==> config.mk <==
export PLATFORM = sky130hd
export DESIGN_NAME = crf_move_unit
export DESIGN_NICKNAME = d
export VERILOG_FILES = /design/src/rtl/crf_pkg.sv /design/src/rtl/crf_ctrl.sv /design/src/rtl/crf_datapath.sv /design/src/rtl/crf_move_unit.sv
export SDC_FILE = /design/constraint.sdc
export NUM_CORES = 1
export LEC_CHECK = 0
export CAP_MARGIN = 5
export CELL_PAD_IN_SITES_DETAIL_PLACEMENT = 0
export CELL_PAD_IN_SITES_GLOBAL_PLACEMENT = 1
export CORE_ASPECT_RATIO = 0.6
export CORE_UTILIZATION = 24
export DETAILED_ROUTE_END_ITERATION = 10
export GPL_TIMING_DRIVEN = 0
export PLACE_DENSITY = 0.84
export SYNTH_ARGS = -nofsm -noshare
export SYNTH_HDL_FRONTEND = slang
export SYNTH_HIERARCHICAL = 1
export SYNTH_SLANG_ARGS = --single-unit
==> constraint.sdc <==
create_clock -name clk -period 11.2 [get_ports clk]
set_input_delay 1.68 -clock clk [delete_from_list [all_inputs] [get_ports clk]]
set_output_delay 1.68 -clock clk [all_outputs]
set_load 0.05 [all_outputs]
==> src/rtl/crf_pkg.sv <==
package crf_pkg;
  localparam int FIELD_W = 4;

  typedef enum logic [2:0] {
    OP_IDLE    = 3'd0,
    OP_WR_MANY = 3'd1,
    OP_WR_ONE  = 3'd2,
    OP_RD_ONE  = 3'd3,
    OP_RD_ALL  = 3'd4,
    OP_XER     = 3'd5,
    OP_BOOL    = 3'd6,
    OP_RSVD    = 3'd7
  } op_e;

  typedef struct packed {
    logic crWrMask;   // merge source under expanded mask
    logic crWrXer;    // load flags into indexed field
    logic resMasked;  // result = register under expanded mask
    logic resAll;     // result = whole register
    logic resBool;    // result = -1 / +1 / 0 from indexed field
  } strobe_t;
endpackage

==> src/rtl/crf_ctrl.sv <==
module crf_ctrl
  import crf_pkg::*;
#(
  parameter int FIELDS = 8
) (
  input  logic [2:0]        opCode,
  input  logic [FIELDS-1:0] fieldMask,
  output strobe_t           strobes
);
  localparam int CNT_W = $clog2(FIELDS + 1);

  logic [CNT_W-1:0] setCount;
  logic             oneSet;

  always_comb begin
    setCount = '0;
    for (int k = 0; k < FIELDS; k++) begin
      setCount = setCount + CNT_W'(fieldMask[k]);
    end
  end

  assign oneSet = (setCount == CNT_W'(1));

  always_comb begin
    strobes = '0;
    unique case (op_e'(opCode))
      OP_WR_MANY: strobes.crWrMask  = 1'b1;
      OP_WR_ONE:  strobes.crWrMask  = oneSet;
      OP_RD_ONE:  strobes.resMasked = oneSet;
      OP_RD_ALL:  strobes.resAll    = 1'b1;
      OP_XER:     strobes.crWrXer   = 1'b1;
      OP_BOOL:    strobes.resBool   = 1'b1;
      default:    strobes = '0;
    endcase
  end
endmodule

==> src/rtl/crf_datapath.sv <==
module crf_datapath
  import crf_pkg::*;
#(
  parameter int FIELDS = 8,
  parameter int DATA_W = 64
) (
  input  logic                       clk,
  input  logic                       rstN,
  input  strobe_t                    strobes,
  input  logic [FIELDS-1:0]          fieldMask,
  input  logic [$clog2(FIELDS)-1:0]  fieldIdx,
  input  logic [DATA_W-1:0]          srcVal,
  input  logic [FIELD_W-1:0]         xerNibble,
  output logic [DATA_W-1:0]          resultOut,
  output logic [FIELDS*FIELD_W-1:0]  crOut
);
  localparam int CR_W  = FIELDS * FIELD_W;
  localparam int IDX_W = $clog2(FIELDS);

  logic [CR_W-1:0]    crReg;
  logic [CR_W-1:0]    crNext;
  logic [CR_W-1:0]    maskWide;
  logic [CR_W-1:0]    xerMerged;
  logic [FIELDS-1:0]  idxHit;
  logic [FIELD_W-1:0] boolField;

  for (genvar k = 0; k < FIELDS; k++) begin : g_field
    assign maskWide[k*FIELD_W +: FIELD_W]  = {FIELD_W{fieldMask[k]}};
    assign idxHit[k]                       = (fieldIdx == IDX_W'(FIELDS - 1 - k));
    assign xerMerged[k*FIELD_W +: FIELD_W] = idxHit[k] ? xerNibble
                                                       : crReg[k*FIELD_W +: FIELD_W];
  end

  always_comb begin
    boolField = '0;
    for (int k = 0; k < FIELDS; k++) begin
      if (idxHit[k]) boolField = crReg[k*FIELD_W +: FIELD_W];
    end
  end

  always_comb begin
    crNext = crReg;
    if (strobes.crWrMask)
      crNext = (srcVal[CR_W-1:0] & maskWide) | (crReg & ~maskWide);
    else if (strobes.crWrXer)
      crNext = xerMerged;
  end

  always_ff @(posedge clk) begin
    if (!rstN) crReg <= '0;
    else       crReg <= crNext;
  end

  always_comb begin
    resultOut = '0;
    if (strobes.resMasked)
      resultOut = DATA_W'(crReg & maskWide);
    else if (strobes.resAll)
      resultOut = DATA_W'(crReg);
    else if (strobes.resBool) begin
      if (boolField[FIELD_W-1])      resultOut = '1;
      else if (boolField[FIELD_W-2]) resultOut = DATA_W'(1);
      else                           resultOut = '0;
    end
  end

  assign crOut = crReg;
endmodule

==> src/rtl/crf_move_unit.sv <==
module crf_move_unit
  import crf_pkg::*;
#(
  parameter int FIELDS = 8,
  parameter int DATA_W = 64
) (
  input  logic                       clk,
  input  logic                       rstN,
  input  logic [2:0]                 opCode,
  input  logic [FIELDS-1:0]          fieldMask,
  input  logic [$clog2(FIELDS)-1:0]  fieldIdx,
  input  logic [DATA_W-1:0]          srcVal,
  input  logic                       xerOv,
  input  logic                       xerOv32,
  input  logic                       xerCa,
  input  logic                       xerCa32,
  output logic [DATA_W-1:0]          resultOut,
  output logic [FIELDS*FIELD_W-1:0]  crOut
);
  strobe_t strobes;

  crf_ctrl #(.FIELDS(FIELDS)) u_ctrl (
    .opCode    (opCode),
    .fieldMask (fieldMask),
    .strobes   (strobes)
  );

  crf_datapath #(.FIELDS(FIELDS), .DATA_W(DATA_W)) u_dp (
    .clk       (clk),
    .rstN      (rstN),
    .strobes   (strobes),
    .fieldMask (fieldMask),
    .fieldIdx  (fieldIdx),
    .srcVal    (srcVal),
    .xerNibble ({xerOv, xerOv32, xerCa, xerCa32}),
    .resultOut (resultOut),
    .crOut     (crOut)
  );
endmodule

* Yosys cells after proc, flatten, opt, wreduce, memory -nomap -nowiden
Cells that the tools add are included.
Word-level totals: output and inout bits 96, flip-flop bits (word level) 32, bits of input ports 84
Operators by class: reductions and logical operators 18, add/subtract/negate cells 7, bitwise operators 5, equal/unequal tests 14, multiplexer cells 28
Operators with widths (count):
- 2-to-1 mux 64 bit | 4
- bitwise AND 32 bit | 3
- 2-to-1 mux 32 bit | 2
- 2-to-1 mux 4 bit | 16
- inverter 32 bit | 1
- OR 32 bit | 1
- adder 4 x 1 -> 4 bit | 6
- == test 3 bit (second input constant) | 7
- nonzero test 2 bit | 9
- AND reduction 2 bit | 8
- == test 3 x 2 -> 1 bit (second input constant) | 4
- == test 3 x 1 -> 1 bit (second input constant) | 2
- 2-to-1 mux 1 bit | 5
- == test 4 x 1 -> 1 bit (second input constant) | 1
- logical NOT 3 bit | 1
- adder 1 x 1 -> 2 bit | 1
- one-hot mux 1 bit (2 select lines) | 1

* Depth between registers and ports, before layout
Gate-level depths: netlist of the first run.
depth in word-level cells 14, gate-level depth with buffers 17, mapped depth without buffers 15

* Cells and area by module
The synthesis of the first run kept the hierarchy.
Modules (own cells, without submodules):
- crf_datapath | area an instance 2178.3 µm², cells an instance 303, times used 1
- crf_ctrl | area an instance 242.7 µm², cells an instance 34, times used 1

* Worst setup path after synthesis of the first run
OpenSTA, ideal clock, no wires.
path kind input to output, from input fieldMask[0], to output resultOut[33], data required time 9520 ps, setup slack 3593 ps, arrival 5927 ps, cell stages on the path 16, buffers on the path 3, path through inv_1 -> fa_1 -> fa_1 -> fa_1 -> inv_1 -> ha_1 -> inv_1 -> fa_1 -> nand4b_1 -> nor3_1 -> clkbuf_1 -> nor3b_1 -> o211ai_1 -> buf_2 -> inv_1 -> buf_4
RTL lines:
- from (decl) | line crf_move_unit.sv:10 | input logic [FIELDS-1:0] fieldMask,
- to (decl) | line crf_move_unit.sv:17 | output logic [DATA_W-1:0] resultOut,

==> impl_metrics.py, run 1 <==
metrics = {
    "status": {
        "status": "finished clean",
    },
    "global_routing": {
        "gr-usage-met2": 0.297,
        "use_met1": 0.277,
        "grt_pass1_vias": 2823,
        "antenna_found_initial": 0,
        "busiest_layer": "met2",
        "grt_pass1_wl_um": 15900,
        "track_usage": 0.199,
        "overflow": 0,
        "grt_use_met3": 0.0584,
        "grt_max_degree": 33,
    },
    "pwr": {
        "switchingPower_uw": 156,
        "switching_share": 0.353,
        "pwr-share-comb": 0.354,
        "peakVddDrop_v": 0.0000553,
        "p_int_uw": 285,
        "p_leak_uw": 0.00175,
        "power_density_nw_per_um2": 105,
        "clkPwrFrac": 0.354,
        "pwr-share-seq": 0.291,
    },
    "cts": {
        "cts_resized": 0,
        "clockBufferDepth": 2,
        "cts.reportedPaths.clkPinSlew_ps": 50,
        "cts_tree": "done",
        "cts_hold_buffers": 0,
        "root_buffer": "clkbuf_16",
        "htreeDepth": 2,
        "postCtsSetupRepairBufs": 0,
        "cts.sinks": 32,
        "clock_latency_ps": 280,
        "cts-buffers-inserted": 5,
    },
    "finish": {
        "multi_input_comb_area_um2": 1400,
        "instances_no_fill": 621,
        "final-seq-area_um2": 641,
        "area_delta_synth_final_pct": 74.0,
        "stdcell_area_um2": 4210,
        "fin_nets": 581,
        "fillers": 954,
        "antennaDiodeCount": 0,
        "drive_above_1_share": 0.114,
    },
    "place": {
        "place.gp.congestion": 0.912,
        "dp.cells": 613,
        "place_area_um2": 4050,
        "pre_cts_slack_ps": 1650,
        "io_buffers": 146,
        "dp_hpwl_um": 8160,
    },
    "sta": {
        "fin_ws_ps": 1710,
        "rsz0062_at_grt": "no",
        "slew_violations": 0,
        "setup_violations": 0,
        "worst_clock_skew_ps": 0,
        "final_hold_viol_count": 0,
        "post-route-min-period_ps": 9490,
        "post-route-period-util": 0.847,
        "slew_headroom": 0.431,
        "worst_slew_pin_slew_ps": 852,
        "clock.fmax_ghz": 0.105,
        "setup_tns_ps": 0,
    },
    "setup_path": {
        "path_max_fanout": 32,
        "critPathLaunch": "fieldMask[1]",
        "cp-start-kind": "input port",
        "path_cells": "clkdlybuf4s50_1 -> inv_1 -> fa_1 -> fa_1 -> fa_1 -> inv_1 -> ha_1 -> inv_1 -> fa_1 -> a31oi_1 -> nor3_1 -> clkbuf_1 -> nor3b_1 -> o211ai_1 -> buf_2 -> inv_1 -> buf_4 -> clkdlybuf4s50_1",
        "cp.arrival_ps": 7810,
        "crit_slowest_cell": "clkdlybuf4s50_1",
        "crit_type": "in2out",
        "cp-end-kind": "output pin",
        "critPathRequiredTime_ps": 9520,
        "max_stage_delay_ps": 810,
    },
    "synth": {
        "synth_warnings": 6,
        "synth.avg_cell_area_um2": 7.18,
        "synth-seq-cells": 32,
        "synth_cell_types": 38,
        "syn_inst": 337,
        "synth_area_um2": 2420,
        "synth_nets": 428,
        "synth-seq-area-share": 0.265,
    },
    "drt": {
        "post_drt_wl_per_cell_um": 16.5,
        "vias": 2990,
        "via_per_inst": 4.81,
        "drt_iter0_drc": 252,
        "dr.pass1.iters": 4,
        "finalWirelength_um": 10200,
        "ant_nets": 0,
        "drc": 0,
    },
    "floorplan": {
        "io_pins": 180,
        "start_util": 0.255,
        "die_area_um2": 10500,
        "core_um2": 9490,
        "rows": 27,
        "die_h_um": 79.8,
        "die_w_um": 132,
    },
    "job": {
        "maxCapViolCount": 0,
    },
    "hold_path": {
        "holdCritPathClass": "reg2reg",
    },
}
## final timing paths
path | to | slack [ps] | cells after the start
hold / removal | flop | 500 | 2
setup reg to reg | flop | 10380 | 2
setup / recovery | resultOut[47] | 1710 | 18
hold reg to reg | flop | 500 | 2
## cell families (layout without fill, tap and decap cells)
group / Yosys count / after routing / share of synthesized area
flops: 32 / 32 / 0.265
compound gates: 76 / 76 / 0.227
mux: 7 / 7 / 0.0398
fa+ha+maj: 7 / 7 / 0.0486
simple gates: 151 / 151 / 0.263
buf+inv: 64 / 218 / 0.157
## placed cells by master (no fill, tap or decap), drive strengths merged, types with 3 or more instances in the layout
master,count
buf,38
nor2b,3
clkbuf,14
nor3,3
dfxtp,32
o221a,3
o21ai,9
nand3,5
a21oi,11
a31oi,13
a211oi,14
ha,3
a32oi,5
o22ai,4
a22oi,4
inv,16
nand2,97
mux2i,4
nor3b,3
nand2b,6
nor2,28
a311oi,4
fa,4
o211ai,6
clkdlybuf4s50,146
## cell type report
class / count / share of cell area
Inverter: 17 / 0.0151
Multi-Input combinational cell: 241 / 0.332
Clock inverter: 3 / 0.0101
Clock buffer: 5 / 0.0297
Buffer: 47 / 0.0751
Tap cell: 130 / 0.0386
Sequential cell: 32 / 0.152
Timing Repair Buffer: 146 / 0.347
## power by group through the flow
stage / Combinational [uW] / Sequential (uW) / Clock (uW)
after floorplan: 71.0 / 151 / 0
after global placement: 153 / 131 / 0
after detailed placement: 156 / 131 / 0
after CTS: 156 / 129 / 158
after global routing: 167 / 129 / 164
final: 156 / 129 / 156
## cell usage after synthesis, drive strengths merged
cell / number / area share
a211oi: 14 / 0.043
a21oi: 11 / 0.023
a22oi: 4 / 0.012
a311oi: 4 / 0.014
a31oi: 13 / 0.034
a32oi: 5 / 0.018
and2: 1 / 0.0026
buf: 38 / 0.12
clkbuf: 9 / 0.014
clkinv: 1 / 0.0015
dfxtp: 32 / 0.26
fa: 4 / 0.033
ha: 3 / 0.016
inv: 16 / 0.025
mux2: 1 / 0.0047
mux2i: 4 / 0.017
mux4: 2 / 0.019
nand2: 97 / 0.15
nand2b: 6 / 0.016
nand3: 5 / 0.010
nand3b: 1 / 0.0031
nand4b: 1 / 0.0036
nor2: 28 / 0.043
nor2b: 3 / 0.0078
nor3: 3 / 0.0062
nor3b: 3 / 0.0093
o211a: 1 / 0.0041
o211ai: 6 / 0.019
o21ai: 9 / 0.023
o221a: 3 / 0.014
o22ai: 4 / 0.010
o31a: 1 / 0.0036
o31ai: 1 / 0.0088
or3b: 2 / 0.0072
or4: 1 / 0.0031
## critical path, delay by kind of cell
family          cells  cell delay [ps]
compound gates      2              490
fa+ha+maj           5             1990
buf+inv             9             3150
simple gates        2              480
## per-layer routing
| metal | wire (um) | up-vias |
|---|---|---|
| met5 | 0 | - |
| met4 | 124 | 0 |
| met3 | 1200 | 12 |
| met2 | 4260 | 174 |
| met1 | 4660 | 1363 |
| li1 | - | 1441 |
## through the flow
step                      power, uW  hold slack [ps]   util
final                           441              497  0.444
after global routing            460              527  0.444
after CTS                       443              499  0.444
after detailed placement        286              489  0.426
after global placement          284              474  0.426
after floorplan                 222              682      -
(Power assumes the default switching activity.)
==> run 2, diff against run 1 <==
--- a/config.mk
+++ b/config.mk
@@ -9,10 +9,10 @@
 export CELL_PAD_IN_SITES_DETAIL_PLACEMENT = 0
 export CELL_PAD_IN_SITES_GLOBAL_PLACEMENT = 1
 export CORE_ASPECT_RATIO = 0.6
-export CORE_UTILIZATION = 24
+export CORE_UTILIZATION = 20
 export DETAILED_ROUTE_END_ITERATION = 10
 export GPL_TIMING_DRIVEN = 0
-export PLACE_DENSITY = 0.84
+export PLACE_DENSITY = 0.75
 export SYNTH_ARGS = -nofsm -noshare
 export SYNTH_HDL_FRONTEND = slang
 export SYNTH_HIERARCHICAL = 1
==> constraint.sdc (replaced) <==
create_clock -name clk -period 7.71 [get_ports clk]
set_input_delay 1.1565 -clock clk [delete_from_list [all_inputs] [get_ports clk]]
set_output_delay 1.1565 -clock clk [all_outputs]
set_load 0.05 [all_outputs]
==> run 2 against run 1 <==
Against the previous run: via count shrank 1.9%; final area shrank 1.3%; utilization shrank 8.3 points; critical path depth unchanged; sequential power up 45%; clock power is 26% higher; wire length rose by 5.5%; global-route usage is 3.0 points lower; combinational power up 44%; critical path type unchanged; largest cell class unchanged; largest power group unchanged.
==> impl_metrics.py, run 2 (same netlist as run 1, synthesis figures left out) <==
metrics = {
    "pwr": {
        "switching_share": 0.365,
        "pwr-share-comb": 0.369,
        "peakVddDrop_v": 0.0000761,
        "fin_total_pwr_uw": 608,
        "switchingPower_uw": 222,
        "clkPwrFrac": 0.324,
        "power_density_nw_per_um2": 146,
        "p_int_uw": 386,
        "p_leak_uw": 0.00231,
        "pwr-share-seq": 0.307,
    },
    "setup_path": {
        "critPathBufInv": 9,
        "critPathRequiredTime_ps": 6550,
        "r2r_slack_ps": 6880,
        "path_cells": "clkdlybuf4s50_1 -> inv_1 -> fa_1 -> fa_1 -> fa_1 -> inv_1 -> ha_1 -> inv_1 -> fa_1 -> nand4b_1 -> nor3_1 -> clkbuf_2 -> nor3b_1 -> o211ai_1 -> buf_4 -> clkinvlp_4 -> buf_4 -> clkbuf_2",
        "cp_common_cell": "fa_1",
        "crit_slowest_cell": "clkdlybuf4s50_1",
        "cp-end-kind": "output pin",
        "crit_family": "buffers and inverters",
        "max_stage_delay_ps": 610,
        "path_max_fanout": 16,
        "cp-start-kind": "input port",
        "reg2reg_depth": 2,
        "crit_type": "in2out",
        "cp.arrival_ps": 6210,
    },
    "global_routing": {
        "grt_pass1_wl_um": 15700,
        "track_usage": 0.169,
        "grt_max_degree": 17,
        "overflow": 0,
        "antenna_found_initial": 0,
        "grt_pass1_vias": 2668,
    },
    "finish": {
        "area_delta_synth_final_pct": 71.7,
        "final_cell_mix": "nand2_1, clkdlybuf4s50_1, clkbuf_2, buf_4, dfxtp_1",
        "fin_util": 0.361,
        "antennaDiodeCount": 0,
        "drive_above_1_share": 0.187,
        "final_common_cell": "nand2_1",
        "fin_nets": 581,
    },
    "floorplan": {
        "io_pins": 180,
        "die_area_um2": 12600,
        "start_util": 0.210,
        "die_h_um": 87.2,
        "rows": 30,
        "core_um2": 11500,
        "die_w_um": 144,
    },
    "sta": {
        "final_hold_viol_count": 0,
        "worst_slew_pin_slew_ps": 879,
        "clock.fmax_ghz": 0.136,
        "setup_violations": 0,
        "worst_clock_skew_ps": 0,
        "slew_violations": 0,
        "slew_headroom": 0.413,
        "post-route-min-period_ps": 7370,
        "rsz0062_at_grt": "no",
        "post-route-period-util": 0.956,
        "fin_hold_ws_ps": 500,
    },
    "hold_path": {
        "holdCritPathClass": "reg2reg",
        "worstHoldPathCells": 2,
    },
    "drt": {
        "ant_nets": 0,
        "vias": 2933,
        "drc": 0,
        "post_drt_wl_per_cell_um": 16.6,
        "finalWirelength_um": 10800,
        "via_per_inst": 4.51,
        "dr.pass1.iters": 5,
        "drt_iter0_drc": 195,
    },
    "place": {
        "place.gp.congestion": 0.851,
        "dp_hpwl_um": 8460,
        "io_buffers": 146,
    },
    "cts": {
        "clock_latency_ps": 270,
        "root_buffer": "clkbuf_16",
        "cts_tree": "done",
        "cts.sinks": 32,
        "cts.reportedPaths.clkPinSlew_ps": 50,
        "clockBufferDepth": 2,
        "postCtsSetupRepairBufs": 0,
        "cts-buffers-inserted": 5,
        "htreeDepth": 2,
    },
    "status": {
        "status": "finished clean",
    },
    "job": {
        "maxCapViolCount": 0,
    },
}
## run 2: cell types whose count changed in the layout (fill, tap and decap cells not counted), moves of 2 or more
cell | previous run | this run
clkdlybuf4s50_1 | 146 | 85
clkbuf_2 | 0 | 33
dlymetal6s2s_1 | 0 | 29
clkbuf_1 | 9 | 7
## run 2: area by class of cell
type / count / area [um^2]
multi-input cells: 241 / 1400
repair inverters: 1 / 7.51
well taps: 160 / 200
plain buffers: 46 / 317
fillers: 1247 / 7370
flip-flops and latches: 32 / 641
repair buffers: 146 / 1370
clock inverters: 2 / 10.0
clock buffers: 6 / 139
inverters: 17 / 67.6
## run 2: repair_timing
| action | CTS | global route |
|---|---|---|
| setup endpoints to repair | 64 | 64 |
| gates cloned | 1 | 0 |
| resized for setup | 36 | 94 |
| hold buffers | 0 | 0 |
## run 2: metal layers
layer  global-route usage  wire [um]
met2                0.256       4420
met3               0.0423       1140
met4               0.0145          9
met1                0.247       5240
met5                    0          0
## run 2: power groups by stage
stage	clock network, uW	logic, uW	registers [uW]
5_1_grt	208	240	188
2_1_floorplan	0	103	219
4_1_cts	202	225	187
6_report	197	224	187
3_3_place_gp	0	226	190
3_5_place_dp	0	227	190
## run 2: worst register-to-register path: stages (launching register included)
cell	delay (ps)
dfxtp_1	430
nor2_1	80
a311oi_1	240
## run 2: worst max-delay path by stage
stage	start	end	slack [ps]	cells after the start
6_report	fieldMask[1]	resultOut[48]	340	18
5_1_grt	fieldMask[1]	resultOut[48]	20	18
4_1_cts	fieldMask[1]	resultOut[11]	50	18
3_5_place_dp	fieldMask[1]	resultOut[48]	-800	18
3_3_place_gp	fieldMask[1]	resultOut[41]	-740	18
2_1_floorplan	fieldMask[0]	resultOut[33]	1150	16
## run 2: stage by stage
stage / std cells / setup WS (ps) / cell area [um^2] / setup TNS (ps)
2_1_floorplan: 337 / 1150 / 2420 / 0
3_3_place_gp: 643 / -743 / 4080 / -28660
3_5_place_dp: 643 / -803 / 4080 / -29870
4_1_cts: 652 / 51.8 / 4210 / 0
5_1_grt: 651 / 23.9 / 4160 / 0
6_report: 651 / 340 / 4160 / 0
